## src/rtl/fpscr_pkg.sv

```systemverilog
package fpscr_pkg;
  localparam int SGL_W       = 32;
  localparam int SGL_EXP_W   = 8;
  localparam int SGL_DEN_W   = 21;
  localparam int DBL_W       = 64;
  localparam int DBL_EXP_W   = 11;
  localparam int DBL_DEN_W   = 52;
  localparam int CSR_W       = 32;
  localparam int CAUSE_UNIMP = 17;
  localparam int NUM_SRC     = 2;

  typedef enum logic {
    FMT_SGL = 1'b0,
    FMT_DBL = 1'b1
  } fmt_e;

  typedef struct packed {
    logic denorm;
    logic qnan;
  } opclass_t;
endpackage

```

## src/rtl/fpscr_classify.sv

```systemverilog
module fpscr_classify
  import fpscr_pkg::*;
#(
  parameter int WORD_W = 32,
  parameter int EXP_W  = 8,
  parameter int DEN_W  = 21
) (
  input  logic [WORD_W-1:0] value,
  output opclass_t          cls
);
  localparam int EXP_MSB = WORD_W - 2;
  localparam int EXP_LSB = WORD_W - 1 - EXP_W;
  localparam int QN_LSB  = EXP_LSB - 1;

  logic [EXP_W-1:0] exp_field;
  logic [EXP_W:0]   qn_field;
  logic [DEN_W-1:0] den_field;

  assign exp_field = value[EXP_MSB:EXP_LSB];
  assign qn_field  = value[EXP_MSB:QN_LSB];
  assign den_field = value[DEN_W-1:0];

  always_comb begin
    cls.denorm = (exp_field == '0) && (den_field != '0);
    cls.qnan   = &qn_field;
  end

  logic unused_sign;
  assign unused_sign = value[WORD_W-1];

  generate
    if (DEN_W < QN_LSB) begin : g_gap
      logic unused_gap;
      assign unused_gap = ^value[QN_LSB-1:DEN_W];
    end
  endgenerate
endmodule

```

## src/rtl/fpscr_screen.sv

```systemverilog
module fpscr_screen
  import fpscr_pkg::*;
(
  input  logic             fmt_dbl,
  input  logic             two_src,
  input  logic [DBL_W-1:0] src_a,
  input  logic [DBL_W-1:0] src_b,
  output logic             opnd_flag
);
  logic [DBL_W-1:0]   opnd   [NUM_SRC];
  logic [NUM_SRC-1:0] bad_op;
  logic [NUM_SRC-1:0] use_op;

  assign opnd[0]   = src_a;
  assign opnd[1]   = src_b;
  assign use_op[0] = 1'b1;
  assign use_op[1] = two_src;

  generate
    for (genvar g = 0; g < NUM_SRC; g++) begin : g_src
      opclass_t cls_s;
      opclass_t cls_d;

      fpscr_classify #(
        .WORD_W(SGL_W), .EXP_W(SGL_EXP_W), .DEN_W(SGL_DEN_W)
      ) i_cls_sgl (
        .value (opnd[g][SGL_W-1:0]),
        .cls   (cls_s)
      );

      fpscr_classify #(
        .WORD_W(DBL_W), .EXP_W(DBL_EXP_W), .DEN_W(DBL_DEN_W)
      ) i_cls_dbl (
        .value (opnd[g]),
        .cls   (cls_d)
      );

      always_comb begin
        if (fmt_e'(fmt_dbl) == FMT_DBL) bad_op[g] = use_op[g] & (cls_d.denorm | cls_d.qnan);
        else                            bad_op[g] = use_op[g] & (cls_s.denorm | cls_s.qnan);
      end
    end
  endgenerate

  assign opnd_flag = |bad_op;
endmodule

```

## src/rtl/fpscr_trap.sv

```systemverilog
module fpscr_trap
  import fpscr_pkg::*;
(
  input  logic             clk,
  input  logic             rst_n,
  input  logic             issue_valid,
  input  logic             op_known,
  input  logic             op_is_move,
  input  logic             opnd_flag,
  input  logic             csr_wr_en,
  input  logic [CSR_W-1:0] csr_wr_data,
  output logic             proceed,
  output logic             dst_wr_en,
  output logic             fpe_req,
  output logic [CSR_W-1:0] ctrl_status
);
  logic             trap_d;
  logic             wr_d;
  logic             go_d;
  logic [CSR_W-1:0] csr_d;
  logic             csr_en;
  logic             proceed_q;
  logic             wr_q;
  logic             fpe_q;
  logic [CSR_W-1:0] csr_q;

  always_comb begin
    trap_d = issue_valid & (~op_known | (~op_is_move & opnd_flag));
    wr_d   = issue_valid & op_known & ~trap_d;
    go_d   = wr_d & ~op_is_move;
    csr_en = csr_wr_en | trap_d;
    csr_d  = csr_wr_en ? csr_wr_data : csr_q;
    if (trap_d) csr_d[CAUSE_UNIMP] = 1'b1;
  end

  always_ff @(posedge clk or negedge rst_n) begin
    if (!rst_n) begin
      proceed_q <= 1'b0;
      wr_q      <= 1'b0;
      fpe_q     <= 1'b0;
    end else begin
      proceed_q <= go_d;
      wr_q      <= wr_d;
      fpe_q     <= trap_d;
    end
  end

  always_ff @(posedge clk or negedge rst_n) begin
    if (!rst_n)      csr_q <= '0;
    else if (csr_en) csr_q <= csr_d;
  end

  assign proceed     = proceed_q;
  assign dst_wr_en   = wr_q;
  assign fpe_req     = fpe_q;
  assign ctrl_status = csr_q;
endmodule

```

## src/rtl/fp_operand_screen.sv

```systemverilog
module fp_operand_screen
  import fpscr_pkg::*;
(
  input  logic             clk,
  input  logic             rst_n,
  input  logic             issue_valid,
  input  logic             op_known,
  input  logic             op_is_move,
  input  logic             fmt_dbl,
  input  logic             two_src,
  input  logic [63:0]      src_a,
  input  logic [63:0]      src_b,
  input  logic             csr_wr_en,
  input  logic [31:0]      csr_wr_data,
  output logic             proceed,
  output logic             dst_wr_en,
  output logic             fpe_req,
  output logic [31:0]      ctrl_status
);
  logic opnd_flag;

  fpscr_screen i_screen (
    .fmt_dbl   (fmt_dbl),
    .two_src   (two_src),
    .src_a     (src_a),
    .src_b     (src_b),
    .opnd_flag (opnd_flag)
  );

  fpscr_trap i_trap (
    .clk         (clk),
    .rst_n       (rst_n),
    .issue_valid (issue_valid),
    .op_known    (op_known),
    .op_is_move  (op_is_move),
    .opnd_flag   (opnd_flag),
    .csr_wr_en   (csr_wr_en),
    .csr_wr_data (csr_wr_data),
    .proceed     (proceed),
    .dst_wr_en   (dst_wr_en),
    .fpe_req     (fpe_req),
    .ctrl_status (ctrl_status)
  );
endmodule

```

## config.mk

```make
export PLATFORM = sky130hd
export DESIGN_NAME = fp_operand_screen
export DESIGN_NICKNAME = d
export VERILOG_FILES = /design/src/rtl/fpscr_pkg.sv /design/src/rtl/fpscr_classify.sv /design/src/rtl/fpscr_screen.sv /design/src/rtl/fpscr_trap.sv /design/src/rtl/fp_operand_screen.sv
export SDC_FILE = /design/constraint.sdc
export NUM_CORES = 1
export LEC_CHECK = 0
export BUFFER_PORTS_ARGS = -buffer_cell sky130_fd_sc_hd__clkbuf_2
export CORE_AREA = 2 2 79 81
export CTS_CLUSTER_DIAMETER = 100
export DETAILED_ROUTE_END_ITERATION = 8
export DIE_AREA = 0 0 81 83
export PLACE_DENSITY = 0.79
export RECOVER_POWER = 25
export SLEW_MARGIN = 20
export SYNTH_ARGS = -nofsm -noshare
export SYNTH_HDL_FRONTEND = slang
export SYNTH_SLANG_ARGS = --single-unit
```

## constraint.sdc

```tcl
create_clock -name clk -period 1.3 [get_ports clk]
set_input_delay 0.13 -clock clk [delete_from_list [all_inputs] [get_ports clk]]
set_output_delay 0.13 -clock clk [all_outputs]
set_load 0.02 [all_outputs]
```

# [Word level (Yosys, flattened, before mapping)]
# Index checks and enable logic that the tools add are counted.
[word_totals] mem_bits_rw=0 n_memories=0 ff_bits=35 latch_bits=0 rom_bits=0
[op_classes] n_mul=0 div=0 addsub=0 mux=4 bitwise=16 n_eq_ne=0 n_shift=0 order_cmp=0 reduce_logical=20
[op_table] op="$reduce_bool A52 Y1" n=2
[op_table] op="$reduce_bool A21 Y1" n=2
[op_table] op="$reduce_and A12 Y1" n=2
[op_table] op="$logic_not A11 Y1" n=2
[op_table] op="$mux W18" n=1
[op_table] op="$reduce_and A9 Y1" n=2
[op_table] op="$logic_not A8 Y1" n=2
[op_table] op="$and A1 B1 Y1" n=7
[op_table] op="$or A1 B1 Y1" n=6
[op_table] op="$logic_and A1 B1 Y1" n=4
[op_table] op="$reduce_and A2 Y1" n=2
[op_table] op="$mux W1" n=3
[op_table] op="$not A1 Y1" n=3
[op_table] op="$reduce_bool A2 Y1" n=1
[op_table] op="$reduce_or A2 Y1" n=1

# [Logic depth before layout (Yosys ltp)]
# Gate-level depths: netlist (run 1).
[depth] ltp_word=12 ltp_mapped=6 ltp_nobuf=6

# [Hierarchy]
# From an unflattened synthesis (run 1), not the netlist that was laid out.
[hier_totals] hier_cells=167 area_unflattened_um2=1934.4
[modules_own_cells] module="fpscr_trap" seq_area_each_um2=875.8 instances=1 area_per_inst_um2=1321.3 cells_per_inst=78
[modules_own_cells] module="fpscr_classify at i_screen.g_src[0].i_cls_dbl ..." seq_area_each_um2=0.0 instances=2 area_per_inst_um2=186.4 cells_per_inst=27
[modules_own_cells] module="fpscr_classify at i_screen.g_src[0].i_cls_sgl ..." seq_area_each_um2=0.0 instances=2 area_per_inst_um2=105.1 cells_per_inst=15
[modules_own_cells] module="fpscr_screen" seq_area_each_um2=0.0 instances=1 area_per_inst_um2=30.0 cells_per_inst=5

# [Least setup slack after synthesis (run 1)]
# Ideal clock, no wire load.
[synth_path] path_kind="input-to-reg" start="input port src_b[28]" end="register i_trap.csr_q[17] (netlist: i_trap.ctrl_status[17])" slack_ns=-0.817 setup_time_ns=0.142 path_stages=6 t_arrival_ns=1.975 cell_sequence="or4_4 -> or4_4 -> nor4_2 -> a31oi_1 -> o311ai_1 -> o211ai_1"
[synth_between] elab_chain_cells=11
[synth_rtl] element="start: declaration" line="fp_operand_screen.sv:12" source="input logic [63:0] src_b,"
[synth_rtl] element="$reduce_bool A52 Y1 or $logic_not A8 Y1 (tied branches)" line="fpscr_classify.sv:24" source="cls.denorm = (exp_field == '0) && (den_field != '0);"
[synth_rtl] element="$logic_and A1 B1 Y1" line="fpscr_classify.sv:24"
[synth_rtl] element="$or A1 B1 Y1 (on tied branches)" line="fpscr_screen.sv:39, fpscr_screen.sv:40"
[synth_rtl] element="$and A1 B1 Y1 (on tied branches)" line="fpscr_screen.sv:39, fpscr_screen.sv:40"
[synth_rtl] element="$mux W1 (*)" line="fpscr_screen.sv:39" source="if (fmt_e'(fmt_dbl) == FMT_DBL) bad_op[g] = use_op[g] & (cls_d.denorm | cls_d.qnan);"
[synth_rtl] element="$reduce_or A2 Y1 (*)" line="fpscr_screen.sv:45" source="assign opnd_flag = |bad_op;"
[synth_rtl] element="$and A1 B1 Y1 (*)" line="fpscr_trap.sv:28" source="trap_d = issue_valid & (~op_known | (~op_is_move & opnd_flag));"
[synth_rtl] element="$or A1 B1 Y1 (*)" line="fpscr_trap.sv:28"
[synth_rtl] element="$and A1 B1 Y1 (*)" line="fpscr_trap.sv:28"
[synth_rtl] element="$reduce_bool A2 Y1 (no source line) or $or A1 B1 Y1 (tied branches)"
[synth_rtl] element="$reduce_and A2 Y1 (no source line)"
[synth_rtl] element="end signal: assignment" line="fpscr_trap.sv:50" source="else if (csr_en) csr_q <= csr_d;"
[synth_rtl] element="end: declaration" line="fpscr_trap.sv:25" source="logic [CSR_W-1:0] csr_q;"
# Every way passes the cells marked *; elsewhere a longest branch is shown, timed or not.
# A chain may end at the register's enable or synchronous reset.

# [Worst setup path in the final report (run 1)]
[layout_path] start="input port src_b[40]" end="register i_trap.proceed_q (netlist: i_trap.proceed)"
[layout_between] elab_chain_cells=12
[layout_rtl] element="$reduce_bool A52 Y1" line="fpscr_classify.sv:24"
[layout_rtl] element="$logic_and A1 B1 Y1" line="fpscr_classify.sv:24"
[layout_rtl] element="$or A1 B1 Y1" line="fpscr_screen.sv:39"
[layout_rtl] element="$and A1 B1 Y1" line="fpscr_screen.sv:39"
[layout_rtl] element="$mux W1" line="fpscr_screen.sv:39"
[layout_rtl] element="$reduce_or A2 Y1" line="fpscr_screen.sv:45"
[layout_rtl] element="$and A1 B1 Y1" line="fpscr_trap.sv:28"
[layout_rtl] element="$or A1 B1 Y1" line="fpscr_trap.sv:28"
[layout_rtl] element="$and A1 B1 Y1" line="fpscr_trap.sv:28"
[layout_rtl] element="$not A1 Y1" line="fpscr_trap.sv:29" source="wr_d = issue_valid & op_known & ~trap_d;"
[layout_rtl] element="$and A1 B1 Y1" line="fpscr_trap.sv:29"
[layout_rtl] element="net i_trap.wr_d" line="fpscr_trap.sv:18" source="logic wr_d;"
[layout_rtl] element="$and A1 B1 Y1" line="fpscr_trap.sv:30" source="go_d = wr_d & ~op_is_move;"
[layout_rtl] element="net i_trap.go_d" line="fpscr_trap.sv:19" source="logic go_d;"
[layout_rtl] element="end signal: assignment" line="fpscr_trap.sv:42" source="proceed_q <= go_d;"
[layout_rtl] element="end: declaration" line="fpscr_trap.sv:22" source="logic proceed_q;"
# The timed path passes the listed nets, and every way through them passes these cells.

==> results of run 1 <==
per-layer routing:
metal | up-vias | routed length (um) | global-route usage
met5 | - | 0 | 0
met3 | 10 | 680 | 0.0446
met2 | 131 | 3680 | 0.394
li1 | 1058 | - | -
met4 | 0 | 120 | 0.0693
met1 | 1003 | 1860 | 0.158
kinds of logic (layout without fill, tap and decap cells):
family	Yosys count	after routing
buffers and inverters	6	232
flip-flops	35	35
multiplexers	32	32
AND/OR/NAND/NOR	65	65
AO/OA/AOI/OAI	12	12
power breakdown:
| part | internal [mW] | switching, mW |
|---|---|---|
| clock network | 0.415 | 0.344 |
| logic | 0.389 | 0.372 |
| registers | 1.20 | 0.0531 |
| total | 2.00 | 0.769 |
stage by stage:
| stage | hold slack, ns | instance area (sq um) | utilization |
|---|---|---|---|
| after floorplan | -0.166 | 1770 | - |
| after global placement | 0.177 | 3020 | 0.519 |
| after detailed placement | 0.177 | 3020 | 0.519 |
| after CTS | 0.0388 | 3140 | 0.540 |
| after global routing | 0.0576 | 3170 | 0.545 |
| final | 0.0505 | 3170 | 0.545 |
sequential cells by signal, summed over array words and instances (netlist names):
signal and flops:
i_trap.ctrl_status 32, i_trap.dst_wr_en 1, i_trap.fpe_req 1, i_trap.proceed 1
what timing repair did:
action                                  in CTS  in global routing
setup buffers                                1                  0
hold buffers                                 1                  0
gates resized for setup                      2                  5
endpoints found under the setup margin       4                  4
pin swaps                                    5                  4
endpoints found under the hold margin       35                  0
synthesized netlist by cell type, drive strengths merged:
| master | number | share of area |
|---|---|---|
| o21ai | 3 | 0.0085 |
| nor3 | 9 | 0.025 |
| nor2 | 3 | 0.0064 |
| o311ai | 1 | 0.0050 |
| buf | 3 | 0.0064 |
| o221ai | 1 | 0.0050 |
| a31oi | 1 | 0.0035 |
| o211ai | 1 | 0.0043 |
| nand3 | 4 | 0.011 |
| a211oi | 2 | 0.0085 |
| and3 | 1 | 0.0035 |
| o32ai | 1 | 0.0092 |
| mux2 | 31 | 0.20 |
| nand4 | 13 | 0.050 |
| clkbuf | 1 | 0.0021 |
| nor4 | 23 | 0.093 |
| dfrtp | 35 | 0.50 |
| and2 | 1 | 0.0035 |
| a21oi | 1 | 0.0028 |
| or2 | 1 | 0.0035 |
| nand2 | 4 | 0.0085 |
| o31ai | 1 | 0.0043 |
| inv | 2 | 0.0043 |
| or4 | 6 | 0.032 |
| mux2i | 1 | 0.0057 |
worst paths after layout:
check	start	endpoint	slack (ns)
max	src_b[40]	i_trap.proceed	-0.64
max in group asynchronous	rst_n	i_trap.ctrl_status[3]	0.58
min in group asynchronous	rst_n	i_trap.ctrl_status[9]	0.42
max reg2reg	i_trap.ctrl_status[30]	i_trap.ctrl_status[30]	0.50
min	op_known	i_trap.fpe_req	0.05
min reg2reg	i_trap.ctrl_status[2]	i_trap.ctrl_status[2]	0.49
critical path, cell delays in order:
cell and delay (ns):
clkbuf_2 0.09, or4_4 0.52, or4_4 0.56, nor4_4 0.18, a31oi_2 0.14, buf_4 0.16, o32ai_4 0.21, and2_4 0.17
final cells by class:
class                           instances  area (sq um)
Clock buffer                            6          82.6
Clock inverter                          1          5.00
Fill cell                             525          2650
Inverter                                2          7.51
Multi-Input combinational cell        109           908
Sequential cell                        35           876
Tap cell                               75          93.8
Timing Repair Buffer                  223          1190
==> reports/summary.log, run 1 <==
qor: yosys.syn_area 1770 sq um
qor: placement.place.port_buffers 200
qor: yosys.post_synth_xor_area_fraction 0
qor: timing.worst-slew-pin-transition 0.417 ns
qor: yosys.yosys_warnings 0
qor: cts.worst_skew_pair.late_latency 0.28 ns
qor: detailed_routing.routed-via-count 2202
qor: placement.dp_slack -0.999 ns
qor: finish.syn_to_final_growth 79.3%
qor: die.die_width 81 um
qor: critical_path.start_kind input port
qor: global_route.via_count_of_the_first_global_routing_pass 2225
qor: cts.cts_root_buf clkbuf_8
qor: yosys.sequential_cell_area_fraction_in_the_yosys_report 0.496
qor: timing.fraction_of_the_cycle_the_final_worst_path_needs 1.50
qor: timing.worst_slack -0.644 ns
qor: run_status.run_status finished, violations left
qor: timing.min_period 1.94 ns
qor: detailed_routing.final_antenna_net_count 0
qor: power.peakVddDrop 0.000546 V
qor: critical_path.worstPathMaxFanout 2
qor: critical_path.crit_type input port to flip-flop
qor: timing.relSlewSlack 0.722
qor: timing.fin_setup_tns -2.27 ns
qor: finish.antennaDiodeCount 0
qor: cts.ctsHtreeMaxLevel 2
qor: run_status.violations setup timing
qor: yosys.synthCells 150
qor: hold_path.hold-path-cell-count 2
qor: finish.fin_nets 544
qor: yosys.synth_mux_area_frac 0.203
qor: yosys.synth_simple_gate_area_share 0.237
qor: critical_path.crit_required 1.52 ns
qor: placement.placed_cells 442
qor: critical_path.endpoint_kind flip-flop
qor: timing.maxClockFrequency 514 MHz
qor: global_route.overflow 0
qor: timing.clock-skew-final 0 ns
qor: placement.detailedPlacementHpwl 5.77 mm
qor: cts.ctsLongestPathBuffers 2
qor: detailed_routing.wirelength 6.35 mm
qor: yosys.netlist-cell-type-count 31
qor: job.maxCapViolations 0
qor: cts.tritoncts built
qor: yosys.synthesis.nets 318
qor: die.num_rows 28
qor: yosys.synthesis.area_per_instance 11.8 sq um
qor: global_route.grt.total_usage 0.188
qor: timing.unrepaired_setup_endpoints_after_global_routing true
qor: critical_path.reg2regPathDepth 1
qor: finish.drive_above_1_share 0.694
qor: global_route.grt_pass1_wl 9.60 mm
qor: power.totalPowerFinal 2.77 mW
qor: die.core_region_area 5820 sq um
qor: yosys.synth.ff_latch_count 35
qor: global_route.grt_start_max_net_pins 36
qor: placement.gpl.final_weighted_congestion 0.822
qor: die.floorplan.io_pins 203
qor: finish.most-common-layout-cells clkbuf_2 (199), dfrtp_1 (35), nor4_1 (21), mux2_2 (21), buf_4 (21)
qor: cts.path_clk_slew 0.06 ns
qor: finish.commonest_non_fill_non_tap_cell_in_the_layout clkbuf_2
qor: critical_path.critical_path_arrival 2.17 ns
qor: timing.setup_violations_final 4
qor: detailed_routing.detail_route.first_pass.iterations 4
qor: detailed_routing.routedWlPerCell 14.1 um
qor: global_route.grt_antenna_before_repair 0
qor: hold_path.worstHoldPathType input port to flip-flop
qor: detailed_routing.drt_iter0_markers 25
qor: die.initial_utilization 0.304
qor: cts.cts.sink_count 35
qor: yosys.synth_top_family_by_area simple AND/OR/NAND/NOR gates
qor: timing.timing.final.max_slew_violations 0
qor: detailed_routing.drc_errors 0
qor: power.power.leakage 1.64 nW
qor: die.floorplan.die_area 6720 sq um
qor: die.chipHeight 83 um
qor: cts.cts_buffers 5
qor: detailed_routing.route.detailed.vias_per_inst 4.88
qor: finish.final_cell_count_no_fill 451
qor: yosys.synth_adder_area_share 0
qor: power.p_per_cell_area 874 nW/um^2
qor: yosys.synth-compound-area-share 0.0510
qor: timing.timing.final.hold_violations 0
(Power assumes the default switching activity.)
==> run 2, diff against run 1 <==
--- a/config.mk
+++ b/config.mk
@@ -6,11 +6,12 @@
 export NUM_CORES = 1
 export LEC_CHECK = 0
 export BUFFER_PORTS_ARGS = -buffer_cell sky130_fd_sc_hd__clkbuf_2
-export CORE_AREA = 2 2 79 81
+export CORE_AREA = 2 2 78 80
 export CTS_CLUSTER_DIAMETER = 100
 export DETAILED_ROUTE_END_ITERATION = 8
-export DIE_AREA = 0 0 81 83
-export PLACE_DENSITY = 0.79
+export DIE_AREA = 0 0 80 82
+export GPL_TIMING_DRIVEN = 0
+export PLACE_DENSITY = 0.81
 export RECOVER_POWER = 25
 export SLEW_MARGIN = 20
 export SYNTH_ARGS = -nofsm -noshare
==> run 2 against run 1 <==
  * The run still ends with setup timing left
  * Combinational power decreased by 6.7%
  * Sequential share of layout area increased by 1.7 points
  * Power decreased by 2.2%
  * Critical path type unchanged
  * Global-route usage decreased by 2.6 points
  * Register-to-register slack about the same
  * Wire length decreased by 10%
==> reports/summary.log, run 2 (synthesis gave the netlist of run 1 again) <==
qor: finish.final_cell_count_no_fill 436
qor: run_status.run_status finished, violations left
qor: run_status.violations setup timing
qor: power.seqPwrFrac 0.459
qor: cts.ctsLongestPathBuffers 2
qor: timing.fraction_of_the_cycle_the_final_worst_path_needs 1.48
qor: critical_path.endpoint_kind flip-flop
qor: finish.syn_to_final_growth 69.1%
qor: detailed_routing.drt_iter0_markers 19
qor: power.p_per_cell_area 906 nW/um^2
qor: placement.postPlaceCellArea 2860 sq um
qor: placement.gpl.final_weighted_congestion 0.757
qor: detailed_routing.final_antenna_net_count 0
qor: finish.largest_register_ff_count 32
qor: global_route.grt_antenna_before_repair 1
qor: global_route.grt_pass1_wl 8.29 mm
qor: hold_path.worstHoldPathType input port to flip-flop
qor: global_route.grt.total_usage 0.162
qor: die.core_region_area 5750 sq um
qor: die.floorplan.io_pins 203
qor: placement.detailedPlacementHpwl 5.03 mm
qor: die.chipHeight 82 um
qor: global_route.via_count_of_the_first_global_routing_pass 1978
qor: detailed_routing.detail_route.first_pass.iterations 4
qor: job.maxCapViolations 0
qor: power.combinationalPowerShare 0.262
qor: detailed_routing.drc_errors 0
qor: finish.most-common-layout-cells clkbuf_2 (175), dfrtp_1 (35), clkbuf_1 (24), nor4_1 (21), mux2_2 (21)
qor: detailed_routing.route.detailed.vias_per_inst 4.83
qor: cts.ctsHtreeMaxLevel 2
qor: die.num_rows 28
qor: detailed_routing.wirelength 5.69 mm
qor: power.totalPowerFinal 2.71 mW
qor: detailed_routing.routedWlPerCell 13.0 um
qor: cts.tritoncts built
qor: cts.cts.sink_count 35
qor: critical_path.start_kind input port
qor: finish.fin_nets 528
qor: die.initial_utilization 0.307
qor: detailed_routing.routed-via-count 2108
qor: global_route.grt_start_max_net_pins 36
qor: critical_path.crit_type input port to flip-flop
qor: cts.path_clk_slew 0.07 ns
qor: critical_path.critical_path_arrival 2.06 ns
qor: timing.maxClockFrequency 520 MHz
qor: timing.min_period 1.92 ns
qor: global_route.overflow 0
qor: die.floorplan.die_area 6560 sq um
qor: timing.clock-skew-final 0 ns
qor: timing.setup_violations_final 4
qor: cts.cts_buffers 5
qor: finish.drive_above_1_share 0.600
qor: timing.timing.final.max_slew_violations 0
qor: power.peakVddDrop 0.000683 V
qor: cts.worst_skew_pair.late_latency 0.27 ns
qor: placement.placed_cells 424
qor: timing.worst_hold_slack 0.0697 ns
qor: timing.worst-slew-pin-transition 0.808 ns
qor: placement.place.port_buffers 199
qor: power.p_switching 0.753 mW
qor: critical_path.crit_required 1.44 ns
qor: timing.relSlewSlack 0.461
qor: power.internal-power 1.95 mW
qor: timing.timing.final.hold_violations 0
qor: power.power.leakage 1.47 nW
qor: power.power.share.switching 0.278
qor: finish.fin_area 2990 sq um
qor: finish.commonest_non_fill_non_tap_cell_in_the_layout clkbuf_2
qor: cts.cts_root_buf clkbuf_8
qor: die.die_width 80 um
qor: timing.unrepaired_setup_endpoints_after_global_routing true
qor: timing.worst_slack -0.623 ns
qor: finish.utilization 0.520
qor: critical_path.worstPathMaxFanout 2
qor: power.p_clk_frac 0.278
==> run 2: cell count changes in the layout (fill, tap and decap cells not counted), moves of 3 or more <==
cell	delta
buf_1	+3
clkbuf_2	-24
clkbuf_1	+24
buf_4	-18
==> run 2: repair_timing <==
action	in CTS	in global routing
pin swaps	4	3
resized for setup	4	1
endpoints found under the setup margin	4	4
hold buffers	1	0
setup buffers	3	0
hold endpoints to repair	35	0
==> run 2: area by class of cell <==
class | count | area, sq um
Antenna cell | 1 | 2.50
Buffer | 4 | 15.0
Clock buffer | 6 | 82.6
Clock inverter | 1 | 5.00
Fill cell | 528 | 2760
Inverter | 2 | 7.51
Multi-Input combinational cell | 109 | 900
Sequential cell | 35 | 876
Tap cell | 75 | 93.8
Timing Repair Buffer | 203 | 1010
==> run 2: per-layer routing <==
layer / part of all wire / global-route usage / routed length, um / vias to the layer above
met3: 0.10 / 0.0286 / 571 / 5
met5: 0 / 0 / 0 / -
met2: 0.54 / 0.312 / 3070 / 123
met4: 0.011 / 0.0627 / 61 / 0
li1: - / - / - / 1028
met1: 0.35 / 0.174 / 1980 / 952
==> run 2: power groups by stage <==
stage	clock, mW	combinational (mW)	sequential (mW)
3_3_place_gp	0	0.702	1.26
3_5_place_dp	0	0.719	1.26
6_report	0.753	0.710	1.24
2_1_floorplan	0	0.158	1.40
5_1_grt	0.832	0.777	1.25
4_1_cts	0.771	0.732	1.24
==> run 2: final timing paths <==
| path | slack (ns) | startpoint | to | cells past startpoint |
|---|---|---|---|---|
| setup / recovery | -0.62 | src_b[40] | i_trap.ctrl_status[17] | 7 |
| max in group asynchronous | 0.31 | rst_n | i_trap.ctrl_status[25] | 2 |
| hold reg to reg | 0.49 | i_trap.ctrl_status[13] | i_trap.ctrl_status[13] | 1 |
| min in group asynchronous | 0.48 | rst_n | i_trap.ctrl_status[5] | 2 |
| hold / removal | 0.07 | csr_wr_data[2] | i_trap.ctrl_status[2] | 2 |
| setup reg to reg | 0.51 | i_trap.ctrl_status[3] | i_trap.ctrl_status[3] | 1 |
==> run 2: metrics by stage <==
stage | setup TNS [ns] | setup WS (ns)
finish | -2.38 | -0.623
global route | -2.59 | -0.682
CTS | -2.35 | -0.613
detailed placement | -3.79 | -0.959
global placement | -3.48 | -0.940
floorplan | -2.28 | -0.667
==> run 2: critical path, stage by stage <==
cell      delay (ns)
clkbuf_2        0.08
or4_1           0.52
or4_4           0.56
nor4_4          0.20
a31oi_4         0.14
o311ai_2        0.31
o211ai_1        0.12
==> run 3, diff against run 2 <==
==> constraint.sdc (replaced) <==
create_clock -name clk -period 2.3 [get_ports clk]
set_input_delay 0.23 -clock clk [delete_from_list [all_inputs] [get_ports clk]]
set_output_delay 0.23 -clock clk [all_outputs]
set_load 0.02 [all_outputs]
==> run 3 against run 2 <==
  * Cell count decreased by 0.92%
  * First-iteration DRC count grew 16%
  * Combinational power fell by 43%
  * Critical path depth is the same
  * Power fell by 44%
  * Hold slack improved by 0.087 ns
  * Flip-flop and latch count stayed put
  * Die area is the same
  * The flow finishes with violations (capacitance limit, slew limit)
==> reports/summary.log, run 3 (synthesis gave the netlist of run 1 again) <==
qor: detailed_routing.detail_route.first_pass.iterations 4
qor: die.num_rows 28
qor: run_status.run_status finished, violations left
qor: detailed_routing.drc_errors 0
qor: timing.timing.final.max_slew_violations 36
qor: cts.cts.sink_count 35
qor: finish.largest_register_ff_count 32
qor: global_route.via_count_of_the_first_global_routing_pass 1984
qor: finish.drive_above_1_share 0.653
qor: timing.worst_hold_slack 0.157 ns
qor: hold_path.worstHoldPathType input port to flip-flop
qor: critical_path.start_kind input port
qor: detailed_routing.routed-via-count 2087
qor: critical_path.critPathSlowestCell or4_4
qor: finish.fin_nets 524
qor: power.combinationalPowerShare 0.267
qor: critical_path.critical_path_arrival 2.31 ns
qor: global_route.overflow 0
qor: cts.worst_skew_pair.late_latency 0.28 ns
qor: finish.commonest_non_fill_non_tap_cell_in_the_layout clkbuf_2
qor: timing.fraction_of_the_cycle_the_final_worst_path_needs 0.940
qor: placement.placed_cells 424
qor: power.power.share.switching 0.281
qor: detailed_routing.drt_iter0_markers 22
qor: global_route.grt.total_usage 0.175
qor: finish.fin_area 2940 sq um
qor: die.floorplan.io_pins 203
qor: critical_path.crit_path_frequent_cell or4_4
qor: die.initial_utilization 0.307
qor: power.seqPwrFrac 0.467
qor: critical_path.worstPathBufferInverterCount 1
qor: die.core_region_area 5750 sq um
qor: critical_path.timing.critical_path.slowest_cell_delay 0.54 ns
qor: job.maxCapViolations 1
qor: finish.utilization 0.512
qor: cts.cts_root_buf clkbuf_8
qor: timing.setup_violations_final 0
qor: placement.dp_slack -0.253 ns
qor: timing.unrepaired_setup_endpoints_after_global_routing false
qor: finish.most-common-layout-cells clkbuf_2 (198), dfrtp_1 (35), nor4_1 (21), mux2_2 (21), nand4_1 (12)
qor: finish.final_cell_count_no_fill 432
qor: power.p_switching 0.424 mW
qor: die.floorplan.die_area 6560 sq um
qor: critical_path.crit_type input port to flip-flop
qor: timing.min_period 2.16 ns
qor: power.totalPowerFinal 1.51 mW
qor: placement.gpl.final_weighted_congestion 0.797
qor: power.power.leakage 1.51 nW
qor: timing.relSlewSlack -0.179
qor: cts.path_clk_slew 0.06 ns
qor: detailed_routing.final_antenna_net_count 0
qor: timing.timing.final.hold_violations 0
qor: timing.worst-slew-pin-transition 1.77 ns
qor: power.p_per_cell_area 513 nW/um^2
qor: global_route.grt_start_max_net_pins 36
qor: finish.register_area 876 sq um
qor: critical_path.crit_required 2.45 ns
qor: cts.cts_setup_buffers 0
qor: critical_path.cpLargestDelayFamily simple AND/OR/NAND/NOR gates
qor: placement.detailedPlacementHpwl 5.50 mm
qor: finish.fill_cells 531
qor: finish.syn_to_final_growth 66.6%
qor: critical_path.endpoint_kind flip-flop
qor: detailed_routing.route.detailed.vias_per_inst 4.83
qor: detailed_routing.wirelength 5.98 mm
qor: power.p_clk_frac 0.266
qor: placement.postPlaceCellArea 2860 sq um
qor: power.internal-power 1.09 mW
qor: placement.place.port_buffers 199
qor: cts.ctsHtreeMaxLevel 2
qor: timing.fin_setup_tns 0 ns
qor: global_route.grt_antenna_before_repair 0
qor: die.chipHeight 82 um
qor: cts.ctsLongestPathBuffers 2
qor: global_route.grt_pass1_wl 8.83 mm
qor: finish.multi_input_comb_area 876 sq um
qor: die.die_width 80 um
qor: timing.worst_slack 0.138 ns
qor: run_status.violations capacitance limit, slew limit
qor: critical_path.worstPathMaxFanout 3
qor: cts.cts_buffers 5
qor: detailed_routing.routedWlPerCell 13.8 um
qor: power.peakVddDrop 0.000293 V
qor: finish.antennaDiodeCount 0
qor: timing.maxClockFrequency 462 MHz
qor: critical_path.crit_chain clkbuf_2 -> or4_4 -> or4_4 -> nor4_2 -> a31oi_1 -> o311ai_2 -> o211ai_1
qor: timing.clock-skew-final 0 ns
qor: cts.tritoncts built
[run 3: power groups by stage]
stage | Combinational [mW] | Clock, mW | Sequential, mW
3_5_place_dp | 0.408 | 0 | 0.717
2_1_floorplan | 0.0890 | 0 | 0.790
4_1_cts | 0.409 | 0.420 | 0.705
5_1_grt | 0.441 | 0.444 | 0.710
6_report | 0.403 | 0.402 | 0.706
3_3_place_gp | 0.397 | 0 | 0.713
[run 3: final timing paths]
check / start / endpoint / slack [ns] / cells after the start
max: src_b[28] / i_trap.ctrl_status[17] / 0.14 / 7
min: op_known / i_trap.fpe_req / 0.16 / 2
max reg2reg: i_trap.ctrl_status[0] / i_trap.ctrl_status[0] / 1.51 / 1
min reg2reg: i_trap.ctrl_status[30] / i_trap.ctrl_status[30] / 0.48 / 1
max in group asynchronous: rst_n / i_trap.ctrl_status[30] / 0.86 / 1
min in group asynchronous: rst_n / i_trap.fpe_req / 0.42 / 1
[run 3: layout make-up]
type | count | area share
flip-flops and latches | 35 | 0.297
inverters | 2 | 0.00255
plain buffers | 4 | 0.00510
multi-input cells | 109 | 0.297
clock inverters | 1 | 0.00170
well taps | 75 | 0.0319
repair buffers | 199 | 0.338
clock buffers | 7 | 0.0259
[run 3: layer usage]
layer / wire length (um) / GRT usage / up-vias
li1: - / - / 1018
met1: 2090 / 0.175 / 933
met2: 3280 / 0.358 / 128
met3: 522 / 0.0352 / 8
met4: 82 / 0.0576 / 0
met5: 0 / 0 / -
[run 3: timing repair]
item                                    4_1_cts  5_1_grt
hold buffers                                  0        0
endpoints found under the setup margin        0        2
resized for setup                             0        1
